[src/rtl/mgp_pkg.sv]
package mgp_pkg;

   // Decoded target of one bus access
   typedef enum logic [1:0] {
      MGP_SEL_NONE = 2'd0,
      MGP_SEL_DATA = 2'd1,
      MGP_SEL_DIR  = 2'd2
   } mgp_sel_e;

   // Byte offset of the direction word for a port of the given width
   function automatic int unsigned mgp_dir_offset(input int unsigned width);
      return 32'd1 << (width + 2);
   endfunction

endpackage

[src/rtl/mgp_enable_gate.sv]
module mgp_enable_gate #(
   parameter int unsigned EN_DELAY = 3
) (
   input  logic clk,
   input  logic rst_n,
   input  logic req,
   output logic ready
);
   localparam int unsigned CW = $clog2(EN_DELAY + 1);
   localparam logic [CW-1:0] CNT_MAX = CW'(EN_DELAY);

   generate
      if (EN_DELAY < 1) begin : g_bad_delay
         $error("mgp_enable_gate: EN_DELAY must be at least 1");
      end
   endgenerate

   logic [CW-1:0] cnt_q;

   always_ff @(posedge clk or negedge rst_n) begin
      if (!rst_n)                cnt_q <= '0;
      else if (!req)             cnt_q <= '0;
      else if (cnt_q != CNT_MAX) cnt_q <= cnt_q + 1'b1;
   end

   assign ready = (cnt_q == CNT_MAX);

   AST_READY_DROPS: assert property (@(posedge clk) disable iff (!rst_n)
      !req |=> !ready);
   AST_READY_NEEDS_HISTORY: assert property (@(posedge clk) disable iff (!rst_n)
      $rose(ready) |-> $past(req));
endmodule

[src/rtl/mgp_in_sync.sv]
module mgp_in_sync #(
   parameter int unsigned WIDTH  = 8,
   parameter int unsigned STAGES = 2
) (
   input  logic             clk,
   input  logic             rst_n,
   input  logic [WIDTH-1:0] d,
   output logic [WIDTH-1:0] q
);
   generate
      if (STAGES < 2) begin : g_bad_stages
         $error("mgp_in_sync: STAGES must be at least 2");
      end
   endgenerate

   logic [WIDTH-1:0] stg_q [STAGES];

   generate
      for (genvar s = 0; s < STAGES; s++) begin : g_stage
         if (s == 0) begin : g_first
            always_ff @(posedge clk or negedge rst_n) begin
               if (!rst_n) stg_q[0] <= '0;
               else        stg_q[0] <= d;
            end
         end else begin : g_next
            always_ff @(posedge clk or negedge rst_n) begin
               if (!rst_n) stg_q[s] <= '0;
               else        stg_q[s] <= stg_q[s-1];
            end
         end
      end
   endgenerate

   assign q = stg_q[STAGES-1];

   AST_SYNC_SHIFT: assert property (@(posedge clk) disable iff (!rst_n)
      $stable(stg_q[0]) |=> (stg_q[1] == $past(stg_q[0])));
endmodule

[src/rtl/mgp_regs.sv]
module mgp_regs #(
   parameter int unsigned WIDTH = 8
) (
   input  logic             clk,
   input  logic             rst_n,
   input  logic             data_we,
   input  logic             dir_we,
   input  logic [WIDTH-1:0] mask,
   input  logic [WIDTH-1:0] wdata,
   output logic [WIDTH-1:0] data_q,
   output logic [WIDTH-1:0] dir_q
);
   generate
      for (genvar i = 0; i < WIDTH; i++) begin : g_bit
         always_ff @(posedge clk or negedge rst_n) begin
            if (!rst_n)                  data_q[i] <= 1'b0;
            else if (data_we && mask[i]) data_q[i] <= wdata[i];
         end
      end
   endgenerate

   always_ff @(posedge clk or negedge rst_n) begin
      if (!rst_n)      dir_q <= '0;
      else if (dir_we) dir_q <= wdata;
   end

   AST_DATA_HOLD: assert property (@(posedge clk) disable iff (!rst_n)
      !data_we |=> $stable(data_q));
   AST_UNMASKED_KEEP: assert property (@(posedge clk) disable iff (!rst_n)
      data_we |=> (((data_q ^ $past(data_q)) & ~$past(mask)) == '0));
   AST_MASKED_LOAD: assert property (@(posedge clk) disable iff (!rst_n)
      data_we |=> (((data_q ^ $past(wdata)) & $past(mask)) == '0));
   AST_DIR_LOAD: assert property (@(posedge clk) disable iff (!rst_n)
      dir_we |=> (dir_q == $past(wdata)));
   AST_ONE_TARGET: assert property (@(posedge clk) disable iff (!rst_n)
      !(data_we && dir_we));
endmodule

[src/rtl/masked_gpio_port.sv]
module masked_gpio_port
   import mgp_pkg::*;
#(
   parameter int unsigned WIDTH       = 8,
   parameter int unsigned ADDR_W      = 12,
   parameter int unsigned DATA_W      = 32,
   parameter int unsigned EN_DELAY    = 3,
   parameter int unsigned SYNC_STAGES = 2
) (
   input  logic              clk,
   input  logic              rst_n,
   input  logic              clk_en_req,
   input  logic              bus_sel,
   input  logic              bus_wr,
   input  logic [ADDR_W-1:0] bus_addr,
   input  logic [DATA_W-1:0] bus_wdata,
   output logic [DATA_W-1:0] bus_rdata,
   input  logic [WIDTH-1:0]  pin_in,
   output logic [WIDTH-1:0]  pin_out,
   output logic [WIDTH-1:0]  pin_oe
);
   localparam int unsigned MASK_LSB = 2;
   localparam int unsigned WIN_LSB  = WIDTH + MASK_LSB;
   localparam int unsigned WORD_W   = ADDR_W - MASK_LSB;
   localparam logic [WORD_W-1:0] DIR_WORD = WORD_W'(mgp_dir_offset(WIDTH) >> MASK_LSB);

   generate
      if (WIDTH < 1) begin : g_bad_width
         $error("masked_gpio_port: WIDTH must be at least 1");
      end
      if (ADDR_W <= WIN_LSB) begin : g_bad_addr
         $error("masked_gpio_port: ADDR_W must exceed WIDTH+2");
      end
      if (DATA_W <= WIDTH) begin : g_bad_data
         $error("masked_gpio_port: DATA_W must exceed WIDTH");
      end
   endgenerate

   logic             ready;
   logic [WIDTH-1:0] in_sync;
   logic [WIDTH-1:0] data_q;
   logic [WIDTH-1:0] dir_q;
   logic [WIDTH-1:0] acc_mask;
   mgp_sel_e         target;
   logic             data_we;
   logic             dir_we;
   logic             unused_bits;

   mgp_enable_gate #(.EN_DELAY(EN_DELAY)) en_gate_i (
      .clk   (clk),
      .rst_n (rst_n),
      .req   (clk_en_req),
      .ready (ready)
   );

   mgp_in_sync #(.WIDTH(WIDTH), .STAGES(SYNC_STAGES)) in_sync_i (
      .clk   (clk),
      .rst_n (rst_n),
      .d     (pin_in),
      .q     (in_sync)
   );

   // Address decode: data window when every bit above the mask is zero
   always_comb begin
      target = MGP_SEL_NONE;
      if (bus_addr[ADDR_W-1:WIN_LSB] == '0)             target = MGP_SEL_DATA;
      else if (bus_addr[ADDR_W-1:MASK_LSB] == DIR_WORD) target = MGP_SEL_DIR;
   end

   assign acc_mask = bus_addr[WIN_LSB-1:MASK_LSB];
   assign data_we  = ready && bus_sel && bus_wr && (target == MGP_SEL_DATA);
   assign dir_we   = ready && bus_sel && bus_wr && (target == MGP_SEL_DIR);

   mgp_regs #(.WIDTH(WIDTH)) regs_i (
      .clk     (clk),
      .rst_n   (rst_n),
      .data_we (data_we),
      .dir_we  (dir_we),
      .mask    (acc_mask),
      .wdata   (bus_wdata[WIDTH-1:0]),
      .data_q  (data_q),
      .dir_q   (dir_q)
   );

   always_comb begin
      bus_rdata = '0;
      if (ready && bus_sel && !bus_wr) begin
         unique case (target)
            MGP_SEL_DATA: bus_rdata = {{(DATA_W-WIDTH){1'b0}}, in_sync & acc_mask};
            MGP_SEL_DIR:  bus_rdata = {{(DATA_W-WIDTH){1'b0}}, dir_q};
            default:      bus_rdata = '0;
         endcase
      end
   end

   assign pin_oe  = dir_q;
   assign pin_out = data_q & dir_q;

   assign unused_bits = ^{bus_addr[MASK_LSB-1:0], bus_wdata[DATA_W-1:WIDTH]};

   AST_IDLE_READS_ZERO: assert property (@(posedge clk) disable iff (!rst_n)
      !ready |-> (bus_rdata == '0));
   AST_DRIVE_ONLY_OUTPUTS: assert property (@(posedge clk) disable iff (!rst_n)
      ((pin_out & ~pin_oe) == '0));
   AST_READ_MASKED: assert property (@(posedge clk) disable iff (!rst_n)
      (bus_sel && !bus_wr && target == MGP_SEL_DATA) |-> ((bus_rdata[WIDTH-1:0] & ~acc_mask) == '0));
   AST_FAR_WRITE_INERT: assert property (@(posedge clk) disable iff (!rst_n)
      (bus_sel && bus_wr && target == MGP_SEL_NONE) |=> ($stable(pin_out) && $stable(pin_oe)));
endmodule

[config.mk]
export PLATFORM = sky130hd
export DESIGN_NAME = masked_gpio_port
export DESIGN_NICKNAME = d
export VERILOG_FILES = /design/src/rtl/mgp_pkg.sv /design/src/rtl/mgp_enable_gate.sv /design/src/rtl/mgp_in_sync.sv /design/src/rtl/mgp_regs.sv /design/src/rtl/masked_gpio_port.sv
export SDC_FILE = /design/constraint.sdc
export NUM_CORES = 1
export LEC_CHECK = 0
export ABC_AREA = 1
export ABC_CLOCK_PERIOD_IN_PS = 1400
export CAP_MARGIN = 30
export CELL_PAD_IN_SITES_DETAIL_PLACEMENT = 1
export CELL_PAD_IN_SITES_GLOBAL_PLACEMENT = 2
export CORE_MARGIN = 4
export CORE_UTILIZATION = 17
export DETAILED_ROUTE_END_ITERATION = 6
export PLACE_DENSITY = 0.87
export SYNTH_ARGS = -nofsm -noshare
export SYNTH_HDL_FRONTEND = slang
export SYNTH_SLANG_ARGS = --single-unit
[constraint.sdc]
create_clock -name clk -period 1.4 [get_ports clk]
set_input_delay 0.14 -clock clk [delete_from_list [all_inputs] [get_ports clk]]
set_output_delay 0.14 -clock clk [all_outputs]
set_load 0.03 [all_outputs]
=== Word-level counts from Yosys, hierarchy flattened ===
Cells that the tools add are included.

* Add/sub/neg operators: 1
* Reductions and logical operators: 15
* Div/mod/pow operators: 0
* Multiplexer cells: 6
* Bitwise operators: 2
* $lt $le $gt $ge: 0
* $mul: 0
* Shifts and indexed selects: 0
* Eq/ne operators: 6

{| class="wikitable"
|+ Operators with widths
! operator !! number
|-
| bitwise AND 8 bit || 2
|-
| case mux 8 bit (2 select lines) || 1
|-
| logical AND 1 bit || 13
|-
| == test 10 x 9 -> 1 bit, second input constant || 1
|-
| 2-to-1 mux 2 bit || 4
|-
| 2-to-1 mux 8 bit || 1
|-
| == test 2 bit, second input constant || 2
|-
| adder 2 x 1 -> 2 bit, second input constant || 1
|-
| == test 2 x 1 -> 1 bit, second input constant || 1
|-
| zero test 2 bit || 1
|-
| inequality test 2 x 1 -> 1 bit, second input constant || 1
|-
| inequality test 2 bit, second input constant || 1
|-
| zero test 1 bit || 1
|}

* Output and inout bits: 48
* Bits in latches: 0
* Memories: 0
* Flip-flop bits (word level): 34
* RAM bits: 0
* Memory bits (read-only): 0

=== Longest topological paths before layout ===
Gate-level depths: netlist of run 1.

* Depth after elaboration: 6
* Mapped depth: 7

=== By module ===
From an unflattened synthesis of run 1, not the netlist that was laid out.

* Cells, all modules: 191
* Area total of the unflattened synthesis: 1674.1 sq um

{| class="wikitable"
|+ By module, submodules not included
! module !! area each (sq um) !! sequential area each (sq um) !! instances !! cells each
|-
| mgp_regs || 664.4 || 400.4 || 1 || 75
|-
| mgp_in_sync || 460.4 || 400.4 || 1 || 24
|-
| masked_gpio_port || 451.7 || 0.0 || 1 || 81
|-
| mgp_enable_gate || 97.6 || 50.0 || 1 || 11
|}

=== Worst setup path after synthesis of run 1 ===
OpenSTA, ideal clock, no wires.

* Path type: reg2out
* Start point: reg en_gate_i.cnt_q[0]
* End point: out bus_rdata[0]
* Stages on the path, launching flop included: 4
* Path slack: -0.018 ns
* Data required time: 1.260 ns
* Arrival time: 1.278 ns
* Path buffers: 0
* Path through: dfrtp_1 ha_1 nand3b_1 a21oi_1

* Longest elaborated chain between the ends: 4

{| class="wikitable"
|+ RTL lines
! item !! line !! source
|-
| from (decl) || mgp_enable_gate.sv:18 || <nowiki>logic [CW-1:0] cnt_q;</nowiki>
|-
| from (signal assigned) || mgp_enable_gate.sv:23 || <nowiki>else if (cnt_q != CNT_MAX) cnt_q <= cnt_q + 1'b1;</nowiki>
|-
| == test 2 bit || mgp_enable_gate.sv:26 || <nowiki>assign ready = (cnt_q == CNT_MAX);</nowiki>
|-
| logical AND 1 bit (2 in a row) || masked_gpio_port.sv:87 || <nowiki>if (ready && bus_sel && !bus_wr) begin</nowiki>
|-
| 2-to-1 mux 8 bit || masked_gpio_port.sv:87 ||
|-
| to (decl) || masked_gpio_port.sv:17 || <nowiki>output logic [DATA_W-1:0] bus_rdata,</nowiki>
|}

Every way passes these cells.

=== Final worst setup path of run 1 ===
* Start point: reg en_gate_i.cnt_q[1]
* End point: out bus_rdata[1]

Same word-level chain as after synthesis.

==> flow_summary.yaml, run 1 <==
cells_and_area:
  final-instance-count-excl-fill: 403
  syn2layout_area_growth_pct: 73.5
  fin_nets: 331
  final_util_pct: 30.4
  fillers: 1095
  fraction_of_final_layout_cells_sized_beyond_drive_strength_1_pct: 28.1
  antennaDiodeCount: 0
cts:
  cts-root-to-sink-buffers: 2
  cts_num_sinks: 34
  cts_tree: "built"
  cts_htree_levels: 2
  worst_skew_pair.late_latency_ns: 0.29
  cts_made_buffers: 5
  root_buffer: "clkbuf_8"
  cts_hold_repair.buffers: 0
  clock_pin_slew_on_the_worst_setup_and_hold_paths_ns: 0.07
critical_path:
  critical_path.reg2reg.startpoint: "en_gate_i.cnt_q[1]"
  timing.critical_path.slowest_stage_cell: "dfrtp_1"
  cp_data_required_time_ns: 1.26
  worst-r2r-cell-count: 8
  critical_path_buf_inv_count: 2
  cp_cell_sequence: "ha_2, nand3b_1, buf_8, a21oi_4, buf_12"
  crit_path_max_fanout: 8
  rr_endpoint: "regs_i.data_q[6]"
  crit_path_end_kind: "output pin"
  cp.arrival_ns: 1.44
  critical_path.max_stage_delay_ns: 0.36
  worst_setup_path_endpoint: "bus_rdata[1]"
  reg2reg_slack_ns: -0.13
  startpoint: "en_gate_i.cnt_q[1]"
  path_delay_family: "flip-flops"
  worst-setup-path-type: "register to output pin"
  path_depth: 5
  critical_path.startpoint_type: "register"
place:
  place.port_buffers: 54
  post-place-cells: 389
  finalWeightedCongestion: 0.777
  placed_wire_length_estimate_after_detailed_placement_um: 4150
sta:
  final.period_utilization_pct: 113
  timing.final.ws_setup_ns: -0.177
  totalNegativeSetupSlack_ns: -2.20
  hold-worst-slack_ns: 0.222
  timing.final.hold_violations: 0
  grt_setup_unrepaired: "yes"
  period_needed_ns: 1.58
  timing.final.setup_violations: 16
  clock.fmax_mhz: 634
  final.setup_skew_ns: 0.00734
  timing.final.max_slew_violations: 0
logic_synthesis:
  ys_warn_count: 0
  synth.cell_area_um2: 1620
  synth_cell_types: 18
  ys_seq_elements: 34
  instance_count_of_the_mapped_netlist: 180
  yosysSeqAreaShare_pct: 52.4
  syn_area_per_cell_um2: 9.02
grt:
  grt_pass1_vias: 1748
  global_route.usage.total_pct: 9.92
  grt-ovfl-total: 0
  pin_count_of_the_biggest_net_entering_global_routing: 35
  number_of_antenna_violations_at_the_first_check_in_global_routing: 0
  grt_first_pass_wirelength_um: 8790
power_and_ir_drop:
  vdd_ir_drop_max_mv: 0.428
  cellLeakagePower_nw: 1.39
  power.density_cell_area_nw_per_um2: 826
  report.power.total_mw: 2.33
routing:
  route.vias.total: 1532
  drt_pass1_iterations: 4
  routed_wire_length_per_instance_um: 14.2
  via_density_per_instance: 3.80
  antenna_violating_nets_post_route: 0
  routed_wirelength_um: 5710
  dr.first_iter.drc_count: 29
  detail_route.drc_violations: 0
die:
  die_area_um2: 11200
  start_util_pct: 17.5
  ioPinCount: 105
  floorplan.rows: 35
  die_w_um: 106
  die_h_um: 106
  design.core.area_um2: 9280
run_status:
  result_of_the_run: "finished, violations left"
  failed_checks: "setup timing"
hold_path:
  hold_path_class: "primary input to asynchronous set/reset pin"
run:
  maxCapViolCount: 0
==> worst min path at each step <==
stage | start | end | cells past startpoint
global route | rst_n | regs_i.dir_q[4] | 2
floorplan | rst_n | en_gate_i.cnt_q[0] | 0
detailed placement | in_sync_i.stg_q[11] | in_sync_i.q[3] | 0
CTS | rst_n | regs_i.data_q[4] | 2
finish | rst_n | regs_i.dir_q[2] | 2
global placement | in_sync_i.stg_q[11] | in_sync_i.q[3] | 0
==> metrics by stage <==
step,cell area [um^2],setup slack (ns)
2_1_floorplan,1710,-0.0184
3_3_place_gp,2500,-0.375
3_5_place_dp,2500,-0.416
4_1_cts,2760,-0.243
5_1_grt,2820,-0.262
6_report,2820,-0.177
==> worst register-to-register path: stages (launching register included) <==
cell	delay (ns)
dfrtp_1	0.36
ha_2	0.20
buf_4	0.13
nand3_4	0.09
nor3_4	0.31
buf_12	0.17
nand2_1	0.05
nand2_1	0.06
nand2_1	0.05
==> final cells by class <==
type | count | area, um^2 | share of cell area [%]
multi-input combinational | 133 | 768 | 27.3
clock buffer | 7 | 76.3 | 2.71
sequential | 34 | 851 | 30.2
timing repair buffer | 88 | 890 | 31.6
inverter | 11 | 41.3 | 1.47
clock inverter | 1 | 30.0 | 1.07
tap | 129 | 161 | 5.73
==> cells in the final DEF, fill, tap and decap left out, types with 3 or more instances in the layout <==
cell	count
nand2_1	48
dfrtp_1	34
nand3_1	28
buf_4	27
conb_1	24
dlygate4sd2_1	21
clkdlybuf4s50_1	20
inv_1	10
buf_12	8
a21oi_4	7
buf_6	6
nand3_2	5
clkbuf_8	5
nor2_1	3
nand2_2	3
clkdlybuf4s15_1	3
==> cell families (layout without fill, tap and decap cells) <==
| kind of cell | after synthesis | after routing | synth area share, % |
|---|---|---|---|
| AOI/OAI and AO/OA | 11 | 11 | 3.39 |
| buffers and inverters | 36 | 107 | 14.1 |
| and+or+nand+nor | 97 | 97 | 29.1 |
| DFF | 34 | 34 | 52.4 |
| adders and majority gates | 1 | 1 | 0.770 |
| other | 1 | 24 | 0.231 |
==> registers in the layout, indices dropped and copies added (netlist names) <==
| name | flops |
|---|---|
| regs_i.dir_q | 8 |
| regs_i.data_q | 8 |
| in_sync_i.q | 8 |
| in_sync_i.stg_q | 8 |
| en_gate_i.cnt_q | 2 |
==> power by group <==
part / internal (mW) / switching, mW / total (mW)
Combinational: 0.160 / 0.225 / 0.385
Clock: 0.533 / 0.349 / 0.882
Sequential: 1.03 / 0.0248 / 1.06
==> repair_timing <==
item	CTS	global route
resized for setup	54	13
pin swaps	12	6
gates cloned	0	1
buffers inserted	7	2
endpoints found under the setup margin	24	27
hold endpoints to repair	0	0
==> synth_stat cells <==
cell	n	area [um^2]
nand2_2	1	6.26
conb_1	1	3.75
ha_1	1	12.5
nand3_1	34	170
nor2_1	5	18.8
nor2_4	1	11.3
buf_4	25	188
nor3_4	1	16.3
nand3b_1	1	7.51
nand2_4	1	11.3
a21oi_1	9	45.0
nor2_2	1	6.26
nor2_8	1	20.0
inv_1	11	41.3
nand2_1	50	188
nand3_4	1	17.5
o21ai_0	2	10.0
dfrtp_1	34	851
==> routing by layer <==
| metal | track usage [%] | up-vias | part of all wire [%] |
|---|---|---|---|
| li1 | - | 716 | - |
| met1 | 10.9 | 747 | 40 |
| met2 | 17.4 | 58 | 51 |
| met3 | 3.61 | 11 | 6.9 |
| met4 | 3.70 | 0 | 2.0 |
| met5 | 0 | - | 0 |
Note: power is estimated with default switching activity, not from simulation.
==> inputs of run 2 (changes only) <==
--- a/config.mk
+++ b/config.mk
@@ -13,6 +13,7 @@
 export CORE_MARGIN = 4
 export CORE_UTILIZATION = 17
 export DETAILED_ROUTE_END_ITERATION = 6
+export GPL_TIMING_DRIVEN = 0
 export PLACE_DENSITY = 0.87
 export SYNTH_ARGS = -nofsm -noshare
 export SYNTH_HDL_FRONTEND = slang
==> run 2 against run 1 <==
The flow still finishes with violations (setup timing). Non-clock buffer count is 4 higher. Wire length decreased by 4.5%. Sequential share of layout area fell by 0.094 points. Critical path type unchanged. Combinational power is essentially flat. Total power rose by 11%. Critical endpoint is now bus_rdata[5]. Core utilization rose by 0.094 points.
==> flow_summary.yaml, run 2 (same netlist as run 1, synthesis figures left out) <==
cells_and_area:
  antennaDiodeCount: 0
  final-instance-count-excl-fill: 409
  mostFrequentLayoutCells: "34 x buf_4, 34 x dfrtp_1, 31 x nand2_1"
  syn2layout_area_growth_pct: 74.0
  final_util_pct: 30.4
  fraction_of_final_layout_cells_sized_beyond_drive_strength_1_pct: 39.6
  fin_nets: 337
sta:
  timing.final.setup_violations: 13
  grt_setup_unrepaired: "yes"
  final.period_utilization_pct: 110
  slew-limit-headroom_pct: 47.4
  totalNegativeSetupSlack_ns: -1.05
  timing.final.hold_violations: 0
  max_slew.worst_pin.slew_ns: 0.789
  clock.fmax_mhz: 650
  hold-worst-slack_ns: 0.158
  period_needed_ns: 1.54
  timing.final.max_slew_violations: 0
  final.setup_skew_ns: 0.0152
  timing.final.ws_setup_ns: -0.138
cts:
  clock_pin_slew_on_the_worst_setup_and_hold_paths_ns: 0.08
  cts_num_sinks: 34
  root_buffer: "clkbuf_8"
  cts-root-to-sink-buffers: 2
  cts_tree: "built"
  cts_made_buffers: 5
  cts_htree_levels: 2
  worst_skew_pair.late_latency_ns: 0.29
grt:
  grt_first_pass_wirelength_um: 8560
  grt_pass1_vias: 1557
  global_route.usage.total_pct: 9.87
  pin_count_of_the_biggest_net_entering_global_routing: 35
  grt-ovfl-total: 0
  number_of_antenna_violations_at_the_first_check_in_global_routing: 0
run:
  maxCapViolCount: 0
place:
  preCtsSetupSlack_ns: -1.05
  finalWeightedCongestion: 0.777
  post-place-cells: 386
  placed_wire_length_estimate_after_detailed_placement_um: 3940
  place.port_buffers: 54
critical_path:
  worst-setup-path-type: "register to output pin"
  cp.arrival_ns: 1.40
  crit_path_max_fanout: 8
  reg2reg_slack_ns: -0.02
  critical_path.startpoint_type: "register"
  crit_path_end_kind: "output pin"
  cp_data_required_time_ns: 1.26
power_and_ir_drop:
  cellLeakagePower_nw: 1.38
  power.density_cell_area_nw_per_um2: 916
  vdd_ir_drop_max_mv: 0.456
routing:
  routed_wire_length_per_instance_um: 13.3
  route.vias.total: 1481
  dr.first_iter.drc_count: 59
  drt_pass1_iterations: 3
  antenna_violating_nets_post_route: 0
  routed_wirelength_um: 5450
  detail_route.drc_violations: 0
  via_density_per_instance: 3.62
die:
  design.core.area_um2: 9280
  floorplan.rows: 35
  start_util_pct: 17.5
  die_w_um: 106
  die_h_um: 106
  die_area_um2: 11200
  ioPinCount: 105
run_status:
  failed_checks: "setup timing"
  result_of_the_run: "finished, violations left"
hold_path:
  hold_path_class: "primary input to register"
## run 2: cell type report
type / instances / area (um^2)
Fill cell: 1100 / 6460
Buffer: 25 / 191
Clock buffer: 6 / 82.6
Inverter: 11 / 45.0
Clock inverter: 2 / 60.1
Timing Repair inverter: 1 / 7.51
Sequential cell: 34 / 851
Timing Repair Buffer: 67 / 602
Multi-Input combinational cell: 134 / 826
Tap cell: 129 / 161
## run 2: metal layers
metal	vias to the layer above	global-route usage [%]	routed length, um
met1	697	11.8	2270
met3	5	2.45	319
li1	735	-	-
met5	-	0	0
met2	44	17.1	2790
met4	0	3.61	74
## run 2: worst max-delay path, cell delays in order, from the launching register on
cell	delay, ns
dfrtp_1	0.40
ha_4	0.16
nand3b_1	0.09
buf_6	0.17
a21oi_2	0.14
buf_6	0.15
## run 2: where the power goes
group | internal [mW] | switching (mW) | total (mW) | leakage (nW)
logic | 0.162 | 0.224 | 0.385 | 0.876
clock network | 0.760 | 0.381 | 1.14 | 0.0714
registers | 1.03 | 0.0299 | 1.06 | 0.434
total | 1.96 | 0.634 | 2.59 | 1.38
## run 2: through the flow
| step | power (mW) | cell area, um^2 |
|---|---|---|
| floorplan | 1.26 | 1710 |
| global placement | 1.41 | 2410 |
| detailed placement | 1.42 | 2410 |
| CTS | 2.59 | 2700 |
| global route | 2.70 | 2830 |
| finish | 2.59 | 2830 |
## run 2: worst paths after layout
path / start / end / depth (start not counted)
setup reg to reg: en_gate_i.cnt_q[1] / regs_i.data_q[1] / 8
hold reg to reg: in_sync_i.stg_q[12] / in_sync_i.q[4] / 0
hold / removal: bus_addr[5] / regs_i.data_q[3] / 3
max in group asynchronous: rst_n / in_sync_i.stg_q[13] / 2
min in group asynchronous: rst_n / regs_i.data_q[6] / 2
setup / recovery: en_gate_i.cnt_q[1] / bus_rdata[5] / 5
## run 2: timing repair
item,in CTS,in global routing
gates resized for setup,108,43
hold buffers,1,0
endpoints found under the hold margin,34,0
pin swaps,11,10
buffers inserted,6,6
endpoints found under the setup margin,40,29
cloned,1,1
==> inputs of run 3 (changes only) <==
--- a/config.mk
+++ b/config.mk
@@ -6,15 +6,15 @@
 export NUM_CORES = 1
 export LEC_CHECK = 0
 export ABC_AREA = 1
-export ABC_CLOCK_PERIOD_IN_PS = 1400
+export ABC_CLOCK_PERIOD_IN_PS = 1950
 export CAP_MARGIN = 30
 export CELL_PAD_IN_SITES_DETAIL_PLACEMENT = 1
 export CELL_PAD_IN_SITES_GLOBAL_PLACEMENT = 2
 export CORE_MARGIN = 4
-export CORE_UTILIZATION = 17
+export CORE_UTILIZATION = 20
 export DETAILED_ROUTE_END_ITERATION = 6
 export GPL_TIMING_DRIVEN = 0
-export PLACE_DENSITY = 0.87
+export PLACE_DENSITY = 0.95
 export SYNTH_ARGS = -nofsm -noshare
 export SYNTH_HDL_FRONTEND = slang
 export SYNTH_SLANG_ARGS = --single-unit
==> constraint.sdc (replaced) <==
create_clock -name clk -period 1.95 [get_ports clk]
set_input_delay 0.195 -clock clk [delete_from_list [all_inputs] [get_ports clk]]
set_output_delay 0.195 -clock clk [all_outputs]
set_load 0.03 [all_outputs]
==> run 3 against run 2 <==
The flow now finishes without violations. Highest routed layer unchanged. Clock power shrank 30%. Sequential power fell by 28%. Largest cell class unchanged. Core utilization rose by 2.5 points. Wire length fell by 8.9%.
==> flow_summary.yaml, run 3 (same netlist as run 1, synthesis figures left out) <==
sta:
  clock.fmax_mhz: 530
  period_needed_ns: 1.89
  max_slew.worst_pin.slew_ns: 0.786
  final.setup_skew_ns: 0.00859
  timing.final.hold_violations: 0
  slew-limit-headroom_pct: 47.6
  final.period_utilization_pct: 96.8
  timing.final.setup_violations: 0
  grt_setup_unrepaired: "yes"
  totalNegativeSetupSlack_ns: 0
  timing.final.max_slew_violations: 0
cts:
  cts_num_sinks: 34
  clock_pin_slew_on_the_worst_setup_and_hold_paths_ns: 0.08
  cts_tree: "built"
  root_buffer: "clkbuf_8"
  worst_skew_pair.late_latency_ns: 0.29
  cts_htree_levels: 2
  cts-root-to-sink-buffers: 2
  cts_made_buffers: 5
routing:
  dr.first_iter.drc_count: 35
  detail_route.drc_violations: 0
  met3_wirelength_um: 362
  route.vias.total: 1457
  drt_pass1_iterations: 4
  route.met2.wl_um: 2450
  route.top_layer_used: "met4"
  via_density_per_instance: 3.91
  antenna_violating_nets_post_route: 0
  routed_wire_length_per_instance_um: 13.3
  route.layer.met1.wl_um: 2070
  routed_wirelength_um: 4970
grt:
  grt-ovfl-total: 0
  grt_pass1_vias: 1633
  global_route.usage.total_pct: 10.7
  grt_first_pass_wirelength_um: 8120
  pin_count_of_the_biggest_net_entering_global_routing: 35
  number_of_antenna_violations_at_the_first_check_in_global_routing: 0
critical_path:
  reg2reg_slack_ns: 0.28
  cp_data_required_time_ns: 1.75
  rr_endpoint: "regs_i.data_q[0]"
  worst-r2r-cell-count: 7
  crit_path_end_kind: "output pin"
  critical_path.startpoint_type: "primary input"
  crit_path_max_fanout: 4
  worst-setup-path-type: "primary input to output pin"
  critical_path.reg2reg.startpoint: "en_gate_i.cnt_q[1]"
  cp.arrival_ns: 1.69
die:
  ioPinCount: 105
  design.core.area_um2: 7810
  die_area_um2: 9630
  floorplan.rows: 32
  die_h_um: 98.1
  start_util_pct: 20.8
  die_w_um: 98.1
hold_path:
  hold_path_class: "primary input to register"
  timing.hold.worst_path_depth: 3
  hold_end: "regs_i.data_q[1]"
  worst_hold_startpoint: "bus_addr[3]"
place:
  placed_area_um2: 2370
  finalWeightedCongestion: 0.793
  place.port_buffers: 54
  placed_wire_length_estimate_after_detailed_placement_um: 3740
  post-place-cells: 359
cells_and_area:
  multi_input_area_um2: 664
  syn2layout_area_growth_pct: 58.2
  fillers: 934
  final-instance-count-excl-fill: 373
  layout_commonest_cell: "nand2_1"
  antennaDiodeCount: 0
  ff_latch_area_um2: 851
  fin_nets: 328
  mostFrequentLayoutCells: "50 x nand2_1, 38 x clkdlybuf4s50_1, 34 x nand3_1, 34 x dfrtp_1, 31 x buf_4"
  fraction_of_final_layout_cells_sized_beyond_drive_strength_1_pct: 21.8
  final_area_um2: 2570
power_and_ir_drop:
  vdd_ir_drop_max_mv: 0.251
  cellLeakagePower_nw: 1.35
  report.power.total_mw: 1.81
  power.density_cell_area_nw_per_um2: 706
run_status:
  result_of_the_run: "finished, final reports clean"
run:
  maxCapViolCount: 0
## run 3: cell types whose count changed in the layout (fill, tap and decap cells not counted), sizes merged
cell,delta
clkbuf,-6
clkdlybuf4s15,-3
buf,-8
inv,+1
clkdlybuf4s50,+19
dlygate4sd2,-16
clkinvlp,-2
dlymetal6s2s,+6
## run 3: per-layer routing
layer / global-route usage, % / up-vias
met1: 12.7 / 680
met5: 0 / -
met3: 3.50 / 7
li1: - / 714
met4: 4.05 / 0
met2: 18.2 / 56
## run 3: through the flow
stage               utilization [%]  setup WS, ns  hold WS (ns)
finish                         32.9        0.0627         0.255
detailed placement             30.4        -0.629         0.319
floorplan                         -         0.471        -0.101
CTS                            32.3       0.00216         0.332
global placement               30.5        -0.623         0.333
global route                   32.9      -0.00904         0.279
## run 3: area by class of cell
class                           instances  share of cell area (%)
Sequential cell                        34                    33.1
Multi-Input combinational cell        134                    25.9
Timing Repair Buffer                   59                    21.6
Buffer                                 25                    7.31
Tap cell                              102                    4.97
Clock buffer                            6                    3.21
Clock inverter                          2                    2.34
Inverter                               11                    1.61
## run 3: worst max-delay path by stage
| stage | slack (ns) | to | depth (start not counted) | start |
|---|---|---|---|---|
| floorplan | 0.47 | bus_rdata[7] | 5 | bus_addr[9] |
| global placement | -0.62 | bus_rdata[0] | 7 | bus_addr[8] |
| detailed placement | -0.63 | bus_rdata[7] | 7 | bus_addr[9] |
| CTS | 0.002 | bus_rdata[6] | 8 | bus_addr[8] |
| global route | -0.009 | bus_rdata[3] | 6 | bus_addr[10] |
| finish | 0.06 | bus_rdata[3] | 6 | bus_addr[10] |
## run 3: critical path, cell delays in order
cell,delay [ns]
clkdlybuf4s50_1,0.60
inv_1,0.15
nor2_2,0.26
nand3_1,0.12
a21oi_1,0.14
buf_2,0.22
## run 3: repair_timing
item,in CTS,in global routing
setup buffers,3,1
gates resized for setup,47,10
hold buffers,1,0
hold endpoints to repair,6,0
pin swaps,2,4
endpoints found under the setup margin,8,8
gates cloned,0,1
## run 3: power by group
part	total, mW	internal (mW)	switching (mW)
Clock	0.799	0.545	0.253
Sequential	0.758	0.743	0.0157
Combinational	0.256	0.107	0.149
